===== src/rtl/lockbit_pkg.sv =====
package lockbit_pkg;
   typedef enum logic [1:0] {
      LVL_OPEN    = 2'd0,
      LVL_NOWRITE = 2'd1,
      LVL_SEALED  = 2'd2
   } lock_level_e;

   typedef struct packed {
      logic mem_wr;
      logic mem_rd;
      logic fuse_wr;
      logic boot_wr;
   } perm_t;
endpackage


===== src/rtl/lockbit_store.sv =====
module lockbit_store #(
   parameter int DATA_W = 8,
   parameter int BOOT_W = 4,
   parameter int MEM_W  = 2
) (
   input  logic              clk,
   input  logic              rst_n,
   input  logic              wr_en,
   input  logic [DATA_W-1:0] wdata,
   input  logic              erase,
   input  logic              boot_wr_ok,
   output logic [DATA_W-1:0] lock_q
);
   localparam int USED_W = BOOT_W + MEM_W;

   if (USED_W > DATA_W) begin : g_bad_width
      $error("lockbit_store: lock fields wider than the byte");
   end

   for (genvar i = 0; i < DATA_W; i++) begin : g_bit
      if (i >= USED_W) begin : g_pad
         assign lock_q[i] = 1'b1;
      end else begin : g_cell
         logic cell_q;
         logic cell_en;
         if (i >= MEM_W) begin : g_boot
            assign cell_en = wr_en & boot_wr_ok;
         end else begin : g_mem
            assign cell_en = wr_en;
         end
         always_ff @(posedge clk or negedge rst_n) begin
            if (!rst_n)                     cell_q <= 1'b1;
            else if (erase)                 cell_q <= 1'b1;
            else if (cell_en && !wdata[i])  cell_q <= 1'b0;
         end
         assign lock_q[i] = cell_q;
      end
   end

   AST_ONLY_CLEAR: assert property (@(posedge clk) disable iff (!rst_n)
      !erase |=> ((lock_q & ~$past(lock_q)) == '0));
   AST_ERASE_SETS: assert property (@(posedge clk) disable iff (!rst_n)
      erase |=> (&lock_q));
   AST_WRITE_AND: assert property (@(posedge clk) disable iff (!rst_n)
      (wr_en && !erase) |=> ((lock_q[MEM_W-1:0] & ~$past(wdata[MEM_W-1:0])) == '0));
endmodule


===== src/rtl/lockbit_decode.sv =====
module lockbit_decode
   import lockbit_pkg::*;
#(
   parameter int MEM_W = 2
) (
   input  logic [MEM_W-1:0] mem_bits,
   output lock_level_e      level,
   output perm_t            perm
);
   if (MEM_W != 2) begin : g_bad_mem
      $error("lockbit_decode: exactly two level bits are supported");
   end

   always_comb begin
      unique case (mem_bits)
         2'b11:   level = LVL_OPEN;
         2'b10:   level = LVL_NOWRITE;
         default: level = LVL_SEALED;
      endcase
   end

   always_comb begin
      perm = '0;
      case (level)
         LVL_OPEN:    perm = '{mem_wr: 1'b1, mem_rd: 1'b1, fuse_wr: 1'b1, boot_wr: 1'b1};
         LVL_NOWRITE: perm = '{mem_wr: 1'b0, mem_rd: 1'b1, fuse_wr: 1'b0, boot_wr: 1'b1};
         default:     perm = '0;
      endcase
   end
endmodule


===== src/rtl/lockbit_guard.sv =====
module lockbit_guard
   import lockbit_pkg::*;
#(
   parameter int DATA_W  = 8,
   parameter int BOOT_W  = 4,
   parameter int MEM_W   = 2,
   parameter bit SELF_EN = 1'b1
) (
   input  logic              clk,
   input  logic              rst_n,
   input  logic              lock_wr,
   input  logic [DATA_W-1:0] lock_wdata,
   input  logic              chip_erase,
   input  logic              req_mem_wr,
   input  logic              req_mem_rd,
   input  logic              req_fuse_wr,
   input  logic              req_boot_wr,
   input  logic              req_self_prog,
   input  logic              self_prog_fuse_n,
   output logic              gnt_mem_wr,
   output logic              gnt_mem_rd,
   output logic              gnt_fuse_wr,
   output logic              gnt_boot_wr,
   output logic              gnt_self_prog,
   output logic              deny_err,
   output logic [DATA_W-1:0] lock_byte
);
   localparam int BOOT_LO = MEM_W;
   localparam int BOOT_HI = MEM_W + BOOT_W - 1;

   lock_level_e level;
   perm_t       perm;
   logic        refused;
   logic        err_q;

   lockbit_store #(.DATA_W(DATA_W), .BOOT_W(BOOT_W), .MEM_W(MEM_W)) u_store (
      .clk        (clk),
      .rst_n      (rst_n),
      .wr_en      (lock_wr),
      .wdata      (lock_wdata),
      .erase      (chip_erase),
      .boot_wr_ok (perm.boot_wr),
      .lock_q     (lock_byte)
   );

   lockbit_decode #(.MEM_W(MEM_W)) u_decode (
      .mem_bits (lock_byte[MEM_W-1:0]),
      .level    (level),
      .perm     (perm)
   );

   assign gnt_mem_wr  = req_mem_wr  & perm.mem_wr;
   assign gnt_mem_rd  = req_mem_rd  & perm.mem_rd;
   assign gnt_fuse_wr = req_fuse_wr & perm.fuse_wr;
   assign gnt_boot_wr = req_boot_wr & perm.boot_wr;

   if (SELF_EN) begin : g_self
      assign gnt_self_prog = req_self_prog & ~self_prog_fuse_n;
   end else begin : g_noself
      assign gnt_self_prog = 1'b0;
   end

   assign refused = (req_mem_wr    & ~gnt_mem_wr)  | (req_mem_rd  & ~gnt_mem_rd)
                  | (req_fuse_wr   & ~gnt_fuse_wr) | (req_boot_wr & ~gnt_boot_wr)
                  | (req_self_prog & ~gnt_self_prog);

   always_ff @(posedge clk or negedge rst_n) begin
      if (!rst_n) err_q <= 1'b0;
      else        err_q <= refused;
   end
   assign deny_err = err_q;

   AST_SEALED_NONE: assert property (@(posedge clk) disable iff (!rst_n)
      (lock_byte[1] == 1'b0) |-> !(gnt_mem_wr | gnt_mem_rd | gnt_fuse_wr | gnt_boot_wr));
   AST_NOWRITE_LOCK: assert property (@(posedge clk) disable iff (!rst_n)
      (lock_byte[0] == 1'b0) |-> !(gnt_mem_wr | gnt_fuse_wr));
   AST_SEALED_BOOT: assert property (@(posedge clk) disable iff (!rst_n)
      (lock_wr && !chip_erase && !lock_byte[1]) |=> $stable(lock_byte[BOOT_HI:BOOT_LO]));
   AST_SELF_FUSE: assert property (@(posedge clk) disable iff (!rst_n)
      gnt_self_prog |-> (req_self_prog && !self_prog_fuse_n));
   AST_ERR_PULSE: assert property (@(posedge clk) disable iff (!rst_n)
      (req_mem_wr && !gnt_mem_wr) |=> deny_err);
   AST_GNT_NEEDS_REQ: assert property (@(posedge clk) disable iff (!rst_n)
      !((gnt_mem_wr && !req_mem_wr) || (gnt_mem_rd && !req_mem_rd)
        || (gnt_fuse_wr && !req_fuse_wr) || (gnt_boot_wr && !req_boot_wr)));
endmodule


===== config.mk =====
export PLATFORM = sky130hd
export DESIGN_NAME = lockbit_guard
export DESIGN_NICKNAME = d
export VERILOG_FILES = /design/src/rtl/lockbit_pkg.sv /design/src/rtl/lockbit_store.sv /design/src/rtl/lockbit_decode.sv /design/src/rtl/lockbit_guard.sv
export SDC_FILE = /design/constraint.sdc
export NUM_CORES = 1
export LEC_CHECK = 0
export CAP_MARGIN = 25
export CORE_MARGIN = 2
export CORE_UTILIZATION = 28
export CTS_CLUSTER_SIZE = 20
export DETAILED_ROUTE_END_ITERATION = 12
export GPL_ROUTABILITY_DRIVEN = 0
export PLACE_DENSITY = 0.82
export SLEW_MARGIN = 30
export SYNTH_ARGS = -nofsm -noshare
export SYNTH_HDL_FRONTEND = slang
export SYNTH_SLANG_ARGS = --single-unit

===== constraint.sdc =====
create_clock -name clk -period 0.95 [get_ports clk]
set_input_delay 0.19 -clock clk [delete_from_list [all_inputs] [get_ports clk]]
set_output_delay 0.19 -clock clk [all_outputs]
set_load 0.005 [all_outputs]

# Word-level counts from Yosys, hierarchy flattened
# Index checks and enable logic that the tools add are counted.
# word_totals
reg_bits	7
input_bits	18
wordCells	64
# classes
n_eq_ne	3
mux	14
bitwise	21
n_reduce_logical	19
# op_table
operator	n
$mux 1	12
$reduce_bool 2->1	6
$and 1x1->1	11
$pmux 4 s2	1
$logic_and 1x1->1	6
$logic_not 1->1	6
$not 1->1	6
$eq 2x2->1 const B	2
$or 1x1->1	4
$pmux 2 s2	1
$eq 2x1->1 const B	1
$logic_not 2->1	1

# Longest topological paths before layout
# Gate-level depths: netlist of the first run.
# depth
word_depth	11
depth_mapped	3
ltp_nobuf	2

# Modules after synthesis
# From an unflattened synthesis of the first run, not the netlist that was laid out.
# hier_totals
cells_unflattened	50
hier_area_um2	445.4
# modules_own_cells
module	instances	cells_each	area_per_inst_um2	seq_area_each_um2
lockbit_store	1	32	315.3	157.7
lockbit_guard	1	12	91.3	25.0
lockbit_decode	1	6	38.8	0.0

# Worst setup path after synthesis of the first run
# Ideal clock, no wire load.
# synth_path
path_kind	register to output
start	reg u_store.g_bit[1].g_cell.cell_q
end	out gnt_fuse_wr
arrival_time_ns	0.807
required_time_ns	0.760
setup_slack_ns	-0.047
path_stages_with_launch	3
n_path_buf	1
path_cell_list	dfstp_2 -> buf_6 -> and3_2
# synth_via
elab_chain_len	5
word_cells_on_any_way	7
cone_classes	3 x eq/ne; 2 x mux; 1 x bitwise; 1 x reduce/logical
# synth_rtl
element	line	text
start: declaration	lockbit_store.sv:24	logic cell_q;
start signal: assignment	lockbit_store.sv:32	if (!rst_n) cell_q <= 1'b1;
start signal: assignment	lockbit_store.sv:33	else if (erase) cell_q <= 1'b1;
start signal: assignment	lockbit_store.sv:34	else if (cell_en && !wdata[i]) cell_q <= 1'b0;
$eq 2x2->1	lockbit_decode.sv:15	unique case (mem_bits)
$pmux 2 s2 *	lockbit_decode.sv:15	
$eq 2x1->1 or $logic_not 2->1 (tied branches)	lockbit_decode.sv:24	case (level)
$pmux 4 s2 *	lockbit_decode.sv:24	
$and 1x1->1 *	lockbit_guard.sv:54	assign gnt_fuse_wr = req_fuse_wr & perm.fuse_wr;
end: declaration	lockbit_guard.sv:22	output logic gnt_fuse_wr,
# Every way passes the cells marked *; elsewhere a longest branch is shown, timed or not.

# Worst setup path in the final report of the first run
# layout_path
start	reg u_store.g_bit[1].g_cell.cell_q
end	out gnt_mem_wr
# layout_via
elab_chain_len	5
word_cells_on_any_way	7
cone_classes	3 x eq/ne; 2 x mux; 1 x bitwise; 1 x reduce/logical
# layout_rtl
element	line	text
$eq 2x2->1	lockbit_decode.sv:15	
$pmux 2 s2 *	lockbit_decode.sv:15	
$eq 2x1->1 or $logic_not 2->1 (tied branches)	lockbit_decode.sv:24	
$pmux 4 s2 *	lockbit_decode.sv:24	
$and 1x1->1 *	lockbit_guard.sv:52	assign gnt_mem_wr = req_mem_wr & perm.mem_wr;
end: declaration	lockbit_guard.sv:20	output logic gnt_mem_wr,
# Marked as above.

==> tab_implementation.tex, run 1 <==
\begin{tabular}{lr}
\hline
Metric & Value \\
\hline
\multicolumn{2}{l}{\textbf{Worst setup path}} \\
\quad Worst r2r path cells & 5 \\
\quad Signal arrival time at the worst endpoint & 1.23 ns \\
\quad Startpoint type of the worst setup path & flop \\
\quad CP Capture Type & primary output \\
\quad Required time of the critical path & 0.76 ns \\
\quad Startpoint-to-endpoint class of the critical path & reg2out \\
\quad Maximum net fanout on the critical path & 2 \\
\multicolumn{2}{l}{\textbf{Placed design}} \\
\quad Number of buffers added on ports & 27 \\
\quad Dpl hpwl & 767.4 um \\
\quad Post-placement cell area & 658.1 um\^{}2 \\
\multicolumn{2}{l}{\textbf{Timing}} \\
\quad FMAX & 0.7040 GHz \\
\quad Total of endpoints with negative setup slack in the final report & 16 \\
\quad Clock Skews & 0.003077 ns \\
\quad Final WS setup & -0.4704 ns \\
\quad Final Hold Fails & 0 \\
\quad Min Clock Period, post-route & 1.420 ns \\
\quad Setup repair after global routing missed its margin & yes \\
\quad Pins over their slew limit & 0 \\
\quad Ratio of final minimum period to clock period & 149.5\% \\
\multicolumn{2}{l}{\textbf{Detailed routing}} \\
\quad Vias & 382 \\
\quad ANT nets after route & 0 \\
\quad Number of DRC violations after detailed routing & 0 \\
\quad WL final & 1.088 mm \\
\quad Average vias per placed instance & 4.494 \\
\quad DR pass1 iterations & 2 \\
\quad WL per Instance & 12.80 um \\
\quad DRC marker count from the first detailed-route iteration & 3 \\
\multicolumn{2}{l}{\textbf{CTS}} \\
\quad Maximum level of the CTS H-tree & 1 \\
\quad Clock buffer count from CTS & 3 \\
\quad CTS tree & built \\
\quad Clock tree root buffer cell & clkbuf\_4 \\
\quad Clk Latency, worst-skew pair & 0.25 ns \\
\quad Clock transition at the register clock pins on the worst setup and hold paths after CTS & 0.05 ns \\
\quad Maximum clock insertion buffer count & 2 \\
\quad Sink count of the clock tree & 7 \\
\multicolumn{2}{l}{\textbf{Synth}} \\
\quad Top post-synthesis cells by area & dfstp\_2 39\%, buf\_4 15\%, a21o\_1 9.2\% \\
\quad Cell accounting for the most synthesized area & dfstp\_2 \\
\quad Sequential-to-total area share from yosys stat & 44.92\% \\
\quad Number of synthesized flops with an enable pin & 0 \\
\quad Post-synth top area share & 38.77\% \\
\quad Ys async rst share & 100.0\% \\
\quad Count of different cell masters after synthesis & 16 \\
\quad Most numerous cell in the Yosys netlist & buf\_4 \\
\quad Total standard cell area after synthesis & 406.6 um\^{}2 \\
\quad List of most frequent post-synthesis cells & 8 x buf\_4, 6 x dfstp\_2, 5 x a21o\_1 \\
\quad Per-instance average area after synthesis & 10.70 um\^{}2 \\
\quad Warning count from the yosys run & 0 \\
\quad Leading register cell type out of synthesis & dfstp\_2 \\
\quad Number of flip-flops and latches in the synthesized netlist & 7 \\
\quad Post-Syn Instances & 38 \\
\multicolumn{2}{l}{\textbf{Floorplanning}} \\
\quad Site Rows & 13 \\
\quad Die Span X & 42.11 um \\
\quad Area of the die & 1773 um\^{}2 \\
\quad Number of I/O pins & 32 \\
\quad Placeable core region & 1334 um\^{}2 \\
\quad Die extent in y & 42.11 um \\
\quad Effective utilization at floorplan & 30.49\% \\
\multicolumn{2}{l}{\textbf{Global route}} \\
\quad Vias in the first global route & 409 \\
\quad Total Routing Usage GR & 14.21\% \\
\quad Number of antenna violations at the first check in global routing & 0 \\
\quad Pin count of the biggest net entering global routing & 8 \\
\quad Remaining global-route overflow & 0 \\
\quad Wire length of the first global-routing pass & 1.828 mm \\
\multicolumn{2}{l}{\textbf{Run status}} \\
\quad Result of the run & finished with violations \\
\quad Violations in the final reports & setup timing \\
\multicolumn{2}{l}{\textbf{Layout}} \\
\quad Area growth, synth to finish & 83.38\% \\
\quad Diodes inserted & 0 \\
\quad Final instance area & 745.7 um\^{}2 \\
\quad Fillcell total & 113 \\
\quad Fraction of layout cells with a size suffix above 1 & 51.43\% \\
\quad Number of nets in the finished design & 89 \\
\quad Core utilization of the finished layout & 55.91\% \\
\multicolumn{2}{l}{\textbf{Run}} \\
\quad Max-capacitance violation count & 0 \\
\multicolumn{2}{l}{\textbf{Pwr}} \\
\quad Peak supply drop & 0.5439 mV \\
\quad Power per cell area & 1192 nW/um\^{}2 \\
\quad Static leakage & 0.3292 nW \\
\multicolumn{2}{l}{\textbf{Min path}} \\
\quad Hold/Removal Path Class & in2async \\
\hline
\end{tabular}
through the flow:
stage          total power [mW]  worst slack [ns]  hold WS (ns)  setup TNS [ns]  cells
6_report                 0.8888           -0.4704        0.1959          -3.784     85
5_1_grt                  0.9522           -0.5171        0.1985          -4.464     85
4_1_cts                  0.8945           -0.4734        0.1900          -3.789     84
3_5_place_dp             0.5863           -0.5726        0.4606          -5.871     75
3_3_place_gp             0.5813           -0.5752        0.4586          -5.738     75
2_1_floorplan            0.4490          -0.04259       -0.1056         -0.1258     39
worst paths after layout:
path	start	end	slack [ns]
min in group clk	req_self_prog	deny_err	0.32
worst min register to register	u_store.g_bit[2].g_cell.cell_q	u_store.g_bit[2].g_cell.cell_q	0.53
worst max-delay path	u_store.g_bit[1].g_cell.cell_q	gnt_mem_wr	-0.47
worst max register to register	u_store.g_bit[1].g_cell.cell_q	u_store.g_bit[5].g_cell.cell_q	-0.23
max in group asynchronous	rst_n	u_store.g_bit[5].g_cell.cell_q	0.46
worst min-delay path	rst_n	deny_err	0.20
metal layers:
layer	global-route usage, %	vias up	wire length (um)
met2	25.00	14	592
li1	-	184	-
met1	15.38	184	426
met3	7.759	0	69
met5	0	-	0
met4	1.875	0	0
registers in the layout (all words and copies together) (netlist names):
| name | count |
|---|---|
| deny_err | 1 |
| u_store.g_bit.g_cell.cell_q | 6 |
placed cells by master (no fill, tap or decap), types with 3 or more instances in the layout:
| master | instances |
|---|---|
| clkbuf_4 | 3 |
| a21o_1 | 5 |
| buf_2 | 6 |
| dfstp_2 | 6 |
| buf_6 | 13 |
| clkdlybuf4s50_1 | 13 |
| nand3b_1 | 4 |
power by group:
part | internal (mW) | switching [mW] | total, mW
Sequential | 0.334 | 0.0118 | 0.346
Clock | 0.160 | 0.109 | 0.269
Combinational | 0.186 | 0.0873 | 0.273
Total | 0.681 | 0.208 | 0.889
critical path: stages (launching register included):
cell and delay [ns]:
dfstp_2 0.55, buf_6 0.10, buf_6 0.08, and3_4 0.16
buf_6 0.09
layout make-up:
| class | count | area (um^2) | share of cell area [%] |
|---|---|---|---|
| Timing Repair Buffer | 36 | 339.1 | 45.47 |
| Sequential cell | 7 | 182.7 | 24.50 |
| Multi-Input combinational cell | 23 | 178.9 | 23.99 |
| Clock buffer | 4 | 26.28 | 3.523 |
| Tap cell | 15 | 18.77 | 2.517 |
kinds of logic (layout without fill, tap and decap cells):
| group | count (synthesis) | in the layout | synth area share (%) |
|---|---|---|---|
| compound gates | 8 | 8 | 15.39 |
| buf+inv | 9 | 40 | 17.54 |
| flops | 7 | 7 | 44.92 |
| other cells | 1 | 2 | 0.9222 |
| simple gates | 13 | 13 | 21.23 |
what timing repair did:
item / 4_1_cts / 5_1_grt
pin swaps: 8 / 2
setup endpoints to repair: 18 / 16
setup buffers: 5 / 1
endpoints found under the hold margin: 0 / 0
hold buffers: 0 / 0
gates resized for setup: 66 / 1
(Power assumes the default switching activity.)
==> run 2, diff against run 1 <==
SLEW_MARGIN = 20   (was 30)
==> results of run 2 <==
The final DEF is identical to that of run 1; final timing and power are the same.
==> run 3, diff against run 2 <==
clock period = 1.2 ns   (was 0.95 ns; I/O delays follow)
==> run 3 against run 2 <==
The run still ends with setup timing left; wire length grew 12%; die area is the same; clock-buffer cell count is the same; first-iteration DRC count is the same; sequential cell count is the same; cell count grew 3.5%; largest cell class unchanged; via count grew 4.7%; sequential power shrank 20%; worst setup slack gained 0.26 ns; global-route usage shrank 0.37 points.
==> tab_implementation.tex, run 3 (synthesis results as in run 1) <==
\begin{tabular}{lr}
\hline
Metric & Value \\
\hline
\multicolumn{2}{l}{\textbf{Run status}} \\
\quad Result of the run & finished with violations \\
\quad Violations in the final reports & setup timing \\
\multicolumn{2}{l}{\textbf{Pwr}} \\
\quad Sw frac & 23.92\% \\
\quad Power per cell area & 934.7 nW/um\^{}2 \\
\quad Sequential fraction of design power & 38.4\% \\
\quad Internal power & 0.5481 mW \\
\quad Static leakage & 0.3492 nW \\
\quad Fraction of power consumed by combinational cells & 31.5\% \\
\quad Peak supply drop & 0.4551 mV \\
\quad Switching power & 0.1723 mW \\
\quad Relative contribution of the clock network to total power & 30.1\% \\
\multicolumn{2}{l}{\textbf{Layout}} \\
\quad Most frequent standard cell in the layout excluding fill and tap cells & clkdlybuf4s50\_1 \\
\quad Area growth, synth to finish & 89.54\% \\
\quad Multi-input logic area & 172.7 um\^{}2 \\
\quad Max FFs per register & 6 \\
\quad Area used by sequential logic in the layout & 182.7 um\^{}2 \\
\quad Commonest cells after routing, fill and taps aside & 14 x clkdlybuf4s50\_1, 13 x buf\_6, 6 x dfstp\_2 \\
\quad Core utilization of the finished layout & 57.79\% \\
\quad Final instance area & 770.7 um\^{}2 \\
\quad Fillcell total & 131 \\
\quad Number of nets in the finished design & 92 \\
\quad Largest Register & u\_store.g\_bit.g\_cell.cell\_q \\
\quad Final Non-Filler Cells & 88 \\
\quad Fraction of layout cells with a size suffix above 1 & 52.05\% \\
\quad Diodes inserted & 0 \\
\multicolumn{2}{l}{\textbf{Timing}} \\
\quad Min Clock Period, post-route & 1.406 ns \\
\quad Worst Hold Slack & 0.2434 ns \\
\quad Total of endpoints with negative setup slack in the final report & 8 \\
\quad FMAX & 0.7114 GHz \\
\quad Ratio of final minimum period to clock period & 117.1\% \\
\quad Total Negative Setup Slacks & -1.014 ns \\
\quad Clock Skews & 0.001676 ns \\
\quad Pins over their slew limit & 0 \\
\quad Final Hold Fails & 0 \\
\quad Final WS setup & -0.2057 ns \\
\quad Setup repair after global routing missed its margin & yes \\
\multicolumn{2}{l}{\textbf{Worst setup path}} \\
\quad Reg2reg setup slack & -0.14 ns \\
\quad Startpoint-to-endpoint class of the critical path & reg2out \\
\quad Worst r2r path cells & 6 \\
\quad Cell with the most instances on the worst path & buf\_6 \\
\quad Startpoint type of the worst setup path & flop \\
\quad Reg-to-reg endpoint & deny\_err \\
\quad Maximum net fanout on the critical path & 5 \\
\quad CP Buf/Inv Count & 2 \\
\quad Capturing element of the worst setup path & gnt\_mem\_rd \\
\quad Critical path's largest stage delay & 0.59 ns \\
\quad CP Capture Type & primary output \\
\quad Required time of the critical path & 0.96 ns \\
\quad Family of cells with the greatest summed delay on the critical path & flip-flops \\
\quad Path length in cells of the critical path & 3 \\
\quad Worst setup path start & u\_store.g\_bit[1].g\_cell.cell\_q \\
\quad Signal arrival time at the worst endpoint & 1.17 ns \\
\quad Cell-by-cell trace of the critical path & buf\_6, and2\_4, buf\_6 \\
\quad Startpoint of the worst register-to-register path & u\_store.g\_bit[1].g\_cell.cell\_q \\
\quad Crit path max-delay cell type & dfstp\_2 \\
\multicolumn{2}{l}{\textbf{Floorplanning}} \\
\quad Site Rows & 13 \\
\quad Area of the die & 1773 um\^{}2 \\
\quad Die Span X & 42.11 um \\
\quad Die extent in y & 42.11 um \\
\quad Number of I/O pins & 32 \\
\quad Effective utilization at floorplan & 30.49\% \\
\quad Placeable core region & 1334 um\^{}2 \\
\multicolumn{2}{l}{\textbf{Detailed routing}} \\
\quad Number of DRC violations after detailed routing & 0 \\
\quad ANT nets after route & 0 \\
\quad Vias & 400 \\
\quad DRC marker count from the first detailed-route iteration & 3 \\
\quad Average vias per placed instance & 4.545 \\
\quad DR pass1 iterations & 2 \\
\quad WL per Instance & 13.86 um \\
\quad WL final & 1.220 mm \\
\multicolumn{2}{l}{\textbf{CTS}} \\
\quad Maximum clock insertion buffer count & 2 \\
\quad Sink count of the clock tree & 7 \\
\quad \# hold bufs at CTS & 0 \\
\quad Clk Latency, worst-skew pair & 0.25 ns \\
\quad CTS tree & built \\
\quad Clock tree root buffer cell & clkbuf\_4 \\
\quad Clock buffer count from CTS & 3 \\
\quad Clock transition at the register clock pins on the worst setup and hold paths after CTS & 0.05 ns \\
\quad Maximum level of the CTS H-tree & 1 \\
\multicolumn{2}{l}{\textbf{Placed design}} \\
\quad Number of buffers added on ports & 27 \\
\quad Cell count after placement & 76 \\
\quad Post-placement cell area & 658.1 um\^{}2 \\
\quad Dpl hpwl & 790.2 um \\
\multicolumn{2}{l}{\textbf{Run}} \\
\quad Max-capacitance violation count & 0 \\
\multicolumn{2}{l}{\textbf{Global route}} \\
\quad Total Routing Usage GR & 13.84\% \\
\quad Number of antenna violations at the first check in global routing & 0 \\
\quad Remaining global-route overflow & 0 \\
\quad Pin count of the biggest net entering global routing & 8 \\
\quad Wire length of the first global-routing pass & 1.863 mm \\
\quad Vias in the first global route & 426 \\
\multicolumn{2}{l}{\textbf{Min path}} \\
\quad Hold/Removal Path Class & in2async \\
\hline
\end{tabular}
run 3: cell count changes in the layout (fill, tap and decap cells not counted), sizes merged:
cell | before | now
dlymetal6s2s | 0 | 1
dlygate4sd2 | 2 | 1
clkdlybuf4s50 | 13 | 14
buf | 21 | 23
run 3: how the worst min path moves through the flow:
stage / start / to / slack [ns] / cells after the start
floorplan: rst_n / deny_err / -0.06 / 0
global placement: rst_n / deny_err / 0.50 / 1
detailed placement: u_store.g_bit[2].g_cell.cell_q / u_store.g_bit[2].g_cell.cell_q / 0.50 / 1
CTS: rst_n / deny_err / 0.25 / 1
global route: rst_n / deny_err / 0.26 / 1
finish: rst_n / deny_err / 0.24 / 1
run 3: what timing repair did:
| item | 4_1_cts | 5_1_grt |
|---|---|---|
| buffers inserted | 7 | 2 |
| gates resized for setup | 60 | 5 |
| setup endpoints to repair | 12 | 12 |
| pin swaps | 7 | 2 |
| hold endpoints to repair | 0 | 0 |
run 3: final cells by class:
type                       instances  area share (%)
sequential                         7           23.70
timing repair buffer              39           48.05
multi-input combinational         23           22.40
tap                               15           2.435
clock buffer                       4           3.409
run 3: power by group through the flow:
| stage | registers, mW | logic (mW) | clock network [mW] |
|---|---|---|---|
| 2_1_floorplan | 0.277 | 0.0744 | 0 |
| 3_3_place_gp | 0.279 | 0.179 | 0 |
| 6_report | 0.276 | 0.227 | 0.217 |
| 4_1_cts | 0.276 | 0.216 | 0.220 |
| 5_1_grt | 0.279 | 0.241 | 0.243 |
| 3_5_place_dp | 0.280 | 0.183 | 0 |
run 3: stage by stage:
step	worst slack [ns]	power (mW)
floorplan	0.1527	0.3511
global placement	-0.4092	0.4583
detailed placement	-0.4170	0.4623
CTS	-0.2086	0.7114
global route	-0.2464	0.7628
finish	-0.2057	0.7204
run 3: worst register-to-register path, delay by kind of cell, from the launching register on:
family | cells | cell delay, ns
DFF | 1 | 0.59
AOI/OAI and AO/OA | 2 | 0.22
buffers and inverters | 4 | 0.40
run 3: layer usage:
metal  GRT usage [%]  vias up  share of wire (%)
met4               0        0                1.1
met1           13.76      192                 37
met2           27.19       16                 55
met3           6.897        2                6.4
met5               0        -                  0
li1                -      190                  -
